<file path="config.mk">
export PLATFORM = sky130hd
export DESIGN_NAME = bcd_ripple_adder
export DESIGN_NICKNAME = d
export VERILOG_FILES = /design/src/rtl/bcd_add_pkg.sv /design/src/rtl/bcd_binsum.sv /design/src/rtl/bcd_correct.sv /design/src/rtl/bcd_digit_stage.sv /design/src/rtl/bcd_nibble_screen.sv /design/src/rtl/bcd_ripple_adder.sv
export SDC_FILE = /design/constraint.sdc
export NUM_CORES = 1
export LEC_CHECK = 0
export BUFFER_PORTS_ARGS = -buffer_cell sky130_fd_sc_hd__buf_2
export CAP_MARGIN = 30
export CORE_AREA = 2 2 59 61
export DETAILED_ROUTE_END_ITERATION = 10
export DIE_AREA = 0 0 61 63
export PLACE_DENSITY_LB_ADDON = 0.05
export SLEW_MARGIN = 25
export SYNTH_ARGS = -nofsm -noshare
export SYNTH_HDL_FRONTEND = slang
export SYNTH_SLANG_ARGS = --single-unit
</file>
<file path="constraint.sdc">
create_clock -name vclk -period 10.75
set_clock_uncertainty 0.1 [all_clocks]
set_input_delay 1.075 -clock vclk [all_inputs]
set_output_delay 1.075 -clock vclk [all_outputs]
set_load 0.02 [all_outputs]
</file>
<file path="src/rtl/bcd_add_pkg.sv">
package bcd_add_pkg;

  localparam int DIGIT_W = 4;
  localparam int BIN_W   = DIGIT_W + 1;
  localparam logic [DIGIT_W-1:0] FIX_ADD = 4'b0110;

  // Decimal carry from the five-bit binary total of one slice.
  function automatic logic dec_carry(input logic [BIN_W-1:0] bin);
    return bin[4] | (bin[3] & bin[2]) | (bin[3] & bin[1]);
  endfunction

  // Correct the low four bits when a decimal carry is produced.
  function automatic logic [DIGIT_W-1:0] fix_digit(input logic [DIGIT_W-1:0] low,
                                                   input logic carry);
    logic [DIGIT_W-1:0] addend;
    addend = carry ? FIX_ADD : '0;
    return low + addend;
  endfunction

  // A nibble outside 0..9 has bit 3 set together with bit 2 or bit 1.
  function automatic logic nibble_bad(input logic [DIGIT_W-1:0] d);
    return d[3] & (d[2] | d[1]);
  endfunction

endpackage

</file>
<file path="src/rtl/bcd_binsum.sv">
module bcd_binsum
  import bcd_add_pkg::*;
(
  input  logic [DIGIT_W-1:0] op_x,
  input  logic [DIGIT_W-1:0] op_y,
  input  logic               c_in,
  output logic [BIN_W-1:0]   total
);
  logic [BIN_W-1:0] ext_x;
  logic [BIN_W-1:0] ext_y;
  logic [BIN_W-1:0] ext_c;

  assign ext_x = {1'b0, op_x};
  assign ext_y = {1'b0, op_y};
  assign ext_c = {{(BIN_W-1){1'b0}}, c_in};
  assign total = ext_x + ext_y + ext_c;
endmodule

</file>
<file path="src/rtl/bcd_correct.sv">
module bcd_correct
  import bcd_add_pkg::*;
(
  input  logic [BIN_W-1:0]   total,
  output logic [DIGIT_W-1:0] digit,
  output logic               carry
);
  logic need_fix;

  assign need_fix = dec_carry(total);
  assign carry    = need_fix;
  assign digit    = fix_digit(total[DIGIT_W-1:0], need_fix);
endmodule

</file>
<file path="src/rtl/bcd_digit_stage.sv">
module bcd_digit_stage
  import bcd_add_pkg::*;
(
  input  logic [DIGIT_W-1:0] dig_a,
  input  logic [DIGIT_W-1:0] dig_b,
  input  logic               carry_in,
  output logic [DIGIT_W-1:0] digit_out,
  output logic               carry_out,
  output logic [BIN_W-1:0]   bin_sum
);
  logic [BIN_W-1:0] raw_total;

  bcd_binsum u_bin (
    .op_x  (dig_a),
    .op_y  (dig_b),
    .c_in  (carry_in),
    .total (raw_total)
  );

  bcd_correct u_fix (
    .total (raw_total),
    .digit (digit_out),
    .carry (carry_out)
  );

  assign bin_sum = raw_total;
endmodule

</file>
<file path="src/rtl/bcd_nibble_screen.sv">
module bcd_nibble_screen
  import bcd_add_pkg::*;
#(
  parameter int NDIGITS = 4
) (
  input  logic [NDIGITS*DIGIT_W-1:0] op_a,
  input  logic [NDIGITS*DIGIT_W-1:0] op_b,
  output logic                       any_bad
);
  logic [NDIGITS-1:0] bad_a;
  logic [NDIGITS-1:0] bad_b;

  for (genvar g = 0; g < NDIGITS; g++) begin : g_scan
    assign bad_a[g] = nibble_bad(op_a[g*DIGIT_W +: DIGIT_W]);
    assign bad_b[g] = nibble_bad(op_b[g*DIGIT_W +: DIGIT_W]);
  end

  assign any_bad = (|bad_a) | (|bad_b);
endmodule

</file>
<file path="src/rtl/bcd_ripple_adder.sv">
module bcd_ripple_adder
  import bcd_add_pkg::*;
#(
  parameter int NDIGITS = 4
) (
  input  logic [NDIGITS*4-1:0] a,
  input  logic [NDIGITS*4-1:0] b,
  input  logic                 cin,
  output logic [NDIGITS*4-1:0] sum,
  output logic                 cout,
  output logic                 bad_digit
);
  localparam int W  = NDIGITS * DIGIT_W;
  localparam int SW = NDIGITS * BIN_W;

  // Internal events brought out for the checker.
  logic [NDIGITS:0]   carry_chain;
  logic [NDIGITS-1:0] stage_carry;
  logic [SW-1:0]      stage_bin;
  logic [W-1:0]       digits;

  assign carry_chain[0] = cin;

  for (genvar g = 0; g < NDIGITS; g++) begin : g_digit
    bcd_digit_stage u_stage (
      .dig_a     (a[g*DIGIT_W +: DIGIT_W]),
      .dig_b     (b[g*DIGIT_W +: DIGIT_W]),
      .carry_in  (carry_chain[g]),
      .digit_out (digits[g*DIGIT_W +: DIGIT_W]),
      .carry_out (carry_chain[g+1]),
      .bin_sum   (stage_bin[g*BIN_W +: BIN_W])
    );
    assign stage_carry[g] = carry_chain[g+1];
  end

  bcd_nibble_screen #(.NDIGITS(NDIGITS)) u_screen (
    .op_a    (a),
    .op_b    (b),
    .any_bad (bad_digit)
  );

  assign sum  = digits;
  assign cout = carry_chain[NDIGITS];
endmodule

</file>
Yosys cells after proc, flatten, opt, wreduce, memory -nomap -nowiden --
Cells that the tools add are included. Widths: inputs -> output; s select.
Operators by class: add/subtract/negate cells 12, multiplexer cells 4, bitwise gates (word level) 33, reduce and logical (&&, ||, !) cells 2
Operators by type and width (number):
- $add 4x4->5 | 4
- $add 5x1->5 | 4
- $or 1x1->1 | 17
- $add 4x3->4 | 4
- $and 1x1->1 | 16
- $mux 3 | 4
- $reduce_or 4->1 | 2
Word-level totals: register bits after elaboration 0, bits of input ports 33, output and inout bits 18, logic and storage cells 51

Depth between registers and ports, before layout --
depth in word-level cells 19, depth in mapped cells 28, gate-level depth less buffers 28

Modules after synthesis --
From an unflattened synthesis, not the netlist that was laid out.
Second synthesis, totals: cell total of the unflattened synthesis 115, area, all modules 989.7 µm²
By module, submodules not included:
- bcd_binsum | instances 4, cells an instance 16, area an instance 143.9 µm², seq. area each 0.0 µm²
- bcd_correct | instances 4, cells an instance 10, area an instance 88.8 µm², seq. area each 0.0 µm²
- bcd_nibble_screen | instances 1, cells an instance 11, area an instance 58.8 µm², seq. area each 0.0 µm²

Worst setup path before layout --
OpenSTA, ideal clock, no wires.
kind input to output, start point input a[0], end point output sum[15], data arrival time 7.961 ns, required time 9.575 ns, setup slack 1.614 ns, cell stages on the path 28, path buffers 0, cells stage by stage inv_1 -> fa_1 -> fa_1 -> xnor2_1 -> o2bb2ai_1 -> a22oi_1 -> fa_1 -> inv_1 -> fa_1 -> xnor2_2 -> o22ai_1 -> a311oi_1 -> fa_1 -> inv_1 -> fa_1 -> xnor2_1 -> o2bb2ai_1 -> a2bb2oi_1 -> fa_1 -> inv_1 -> fa_1 -> xnor2_1 -> o2bb2ai_1 -> a2bb2oi_1 -> ha_1 -> fa_1 -> xor2_1 -> xnor2_1
On the way: longest elaborated chain between the ends 19, elaborated cells on any way between the ends 23, classes of those cells add/sub (6); mux (1); bitwise (16)
Ends and longest elaborated chain:
- start, declared | RTL line bcd_ripple_adder.sv:6 | input logic [NDIGITS*4-1:0] a,
- $add 4x4->5 * | RTL line bcd_binsum.sv:16 | assign total = ext_x + ext_y + ext_c;
- $add 5x1->5 * | RTL line bcd_binsum.sv:16
- $and 1x1->1 | RTL line bcd_add_pkg.sv:9 | return bin[4] | (bin[3] & bin[2]) | (bin[3] & bin[1]);
- $or 1x1->1 | RTL line bcd_add_pkg.sv:9
- $or 1x1->1 * | RTL line bcd_add_pkg.sv:9
- $add 5x1->5 * | RTL line bcd_binsum.sv:16
- $and 1x1->1 | RTL line bcd_add_pkg.sv:9
- $or 1x1->1 | RTL line bcd_add_pkg.sv:9
- [... 4 more ...]
- $or 1x1->1 * | RTL line bcd_add_pkg.sv:9
- $add 5x1->5 * | RTL line bcd_binsum.sv:16
- $and 1x1->1 | RTL line bcd_add_pkg.sv:9
- $or 1x1->1 | RTL line bcd_add_pkg.sv:9
- $or 1x1->1 * | RTL line bcd_add_pkg.sv:9
- via cout | RTL line bcd_ripple_adder.sv:10 | output logic cout,
- $mux 3 * | RTL line bcd_add_pkg.sv:16 | addend = carry ? FIX_ADD : '0;
- $add 4x3->4 * | RTL line bcd_add_pkg.sv:17 | return low + addend;
- end, declared | RTL line bcd_ripple_adder.sv:9 | output logic [NDIGITS*4-1:0] sum,
Mark *: on every way through the listed nets, which the timed path passes. The rest lies on a longest branch.

Final worst setup path --
start point input a[0], end point output sum[15]
On the way: longest elaborated chain between the ends 19, elaborated cells on any way between the ends 23, classes of those cells add/sub (6); mux (1); bitwise (16)
Ends and longest elaborated chain (RTL line):
- $add 4x4->5 * | bcd_binsum.sv:16
- $add 5x1->5 * | bcd_binsum.sv:16
- $and 1x1->1 | bcd_add_pkg.sv:9
- $or 1x1->1 | bcd_add_pkg.sv:9
- $or 1x1->1 * | bcd_add_pkg.sv:9
- $add 5x1->5 * | bcd_binsum.sv:16
- $and 1x1->1 | bcd_add_pkg.sv:9
- $or 1x1->1 | bcd_add_pkg.sv:9
- [... 2 more ...]
- $and 1x1->1 | bcd_add_pkg.sv:9
- $or 1x1->1 | bcd_add_pkg.sv:9
- $or 1x1->1 * | bcd_add_pkg.sv:9
- $add 5x1->5 * | bcd_binsum.sv:16
- $and 1x1->1 | bcd_add_pkg.sv:9
- $or 1x1->1 (2 in series) | bcd_add_pkg.sv:9
- $mux 3 | bcd_add_pkg.sv:16
- $add 4x3->4 * | bcd_add_pkg.sv:17
Mark *: on every way between the ends. The rest lies on a longest branch, timed or not.

==> flow_metrics.tcl <==
set metrics [dict create \
    status "finished, final reports clean" \
    drive_gt1_share_pct 32.3 \
    multi_input_area_sq_um 860 \
    hp-class "input pin to primary output" \
    worstHoldEndpoint "sum[8]" \
    gp_congestion 0.776 \
    n_fill_cell 357 \
    routedWlPerCell_um 10.4 \
    postRouteAntennaNets 0 \
    critical_path_peak_fanout 3 \
    synth_area_leaders "fa_1 26%, ha_1 21%, inv_1 8.4%" \
    grt_max_degree 6 \
    setup_viol 0 \
    synthCells 110 \
    die_h_um 63 \
    hold_viol 0 \
    synth_common_cells "21 x inv_1, 16 x ha_1, 12 x fa_1" \
    overflow 0 \
    clock_buffers 0 \
    drtIter0Drc 25 \
    slew-limit-headroom_pct 56.8 \
    crit_path_end_kind "primary output" \
    antenna_found_initial 0 \
    worstSetupPathType "input pin to primary output" \
    holdPathStages 3 \
    drt-met1-wl_um 980 \
    dr.pass1.iters 4 \
    maxCapViolCount 0 \
    cp.required_ps 9580 \
    power.total_uw 155 \
    drc 0 \
    synth_area_leader_cell "fa_1" \
    portBuffers 51 \
    critical_path.most_common_cell "fa_1" \
    routed_wirelength_mm 2.14 \
    period_minus_slack_ps 9570 \
    period_share_pct 89.0 \
    fin_util_pct 38.7 \
    synth_nets 171 \
    ir_worst_vdd_v 0.0000534 \
    core_sq_mm 0.00323 \
    via_per_inst 4.57 \
    yosysWarnings 0 \
    ios 51 \
    seq_cells 0 \
    cts_resized 0 \
    crit_arrival_ps 8390 \
    cp_slowest_cell "a311oi_1" \
    post-place-cells 207 \
    regArea_sq_um 0 \
    synth-seq-area-share_pct 0 \
    synth_cell_type_count 27 \
    slew_viol_final 0 \
    dieArea_sq_mm 0.00384 \
    yosysTopAreaCellShare_pct 25.6 \
    p_leak_nw 0.667 \
    initial_core_util_pct 29.0 \
    hold_start "b[8]" \
    met2RoutedLength_mm 1.03 \
    grt_pass1_vias 917 \
    row_count 21 \
    area_growth_pct 33.3 \
    syn-cell-area_sq_um 938 \
    ctsHoldBuffers 0 \
    die_x_um 61 \
    n_antenna_cell 0 \
    worst_pin_slew_ps 644 \
    instances_no_fill 207 \
    post_cts.repair.setup_buffers 0 \
    final_nets 224 \
    wl_met3_um 130 \
    powerDensity_mw_per_mm2 124 \
    hpwl_mm 2.02 \
    finalSetupTns_ps 0 \
    grt_util_all_layers_pct 11.5 \
    setup_ws_ps 1180 \
    top_layer "met3" \
    critPathMaxStageDelay_ps 590 \
    startpoint_type "input pin" \
    vias 946 \
    preCtsSetupSlack_ps 1060 \
    avgSynthCellArea_sq_um 8.53 \
    fmaxAchievable_mhz 105 \
    grt_setup_unrepaired "false" \
    synth.most_common_cell "inv_1" \
    grt_first_pass_wirelength_mm 3.66 \
]
logic make-up after synthesis:
kind of cell	after synthesis	synth area share, %
AND/OR/NAND/NOR	20	11.9
XOR/XNOR	12	12.0
multiplexers	2	2.13
AO/OA/AOI/OAI	27	18.7
adder cells (fa/ha/maj)	28	46.9
buffers and inverters	21	8.40
stage by stage:
step | hold WS, ps | cell area, sq um
finish | 2440 | 1250
global route | 2460 | 1250
CTS | 2440 | 1250
detailed placement | 2430 | 1250
global placement | 2430 | 1250
floorplan | 2310 | 938
power breakdown:
group	internal, mW	switching (mW)	total (mW)	leakage, nW
clock	0	0	0	0
combinational	0.0625	0.0930	0.155	0.667
sequential	0	0	0	0
layer usage:
metal | up-vias | track usage (%)
met4 | 0 | 0
met5 | - | 0
met1 | 430 | 15.0
met2 | 30 | 21.4
li1 | 486 | -
met3 | 0 | 0.828
critical path, delay by kind of cell:
kind | cells | cell delay, ps
xor+xnor | 6 | 1370
buf+inv | 6 | 490
compound gates | 8 | 2010
fa+ha+maj | 10 | 3460
worst max-delay path by stage:
stage               start  endpoint  slack, ps
CTS                  a[0]   sum[15]       1040
global route         a[0]   sum[15]        540
finish               a[0]   sum[15]       1180
detailed placement   a[0]   sum[15]       1060
global placement     a[0]   sum[15]       1170
floorplan            a[0]   sum[15]       1610
cell usage in the layout (no fill, tap or decap), drive strengths merged:
master and count:
a2111oi 1, a21o 3, a21oi 6, a22oi 1
a2bb2oi 2, a311oi 1, a31oi 1, and3 1
buf 51, fa 12, ha 16, inv 21
mux2i 2, nand2 1, nand2b 2, nand3 4
nand3b 1, nand4 2, nor2 6, nor4bb 2
o21ai 8, o22ai 1, o2bb2ai 3, or2 1
xnor2 9, xor2 3
final cells by class:
class              instances  area share [%]
multi-input cells         89            68.7
repair buffers            51            20.4
inverters                 21            6.30
well taps                 46            4.60
No activity file was read; power rests on OpenSTA's default activity.
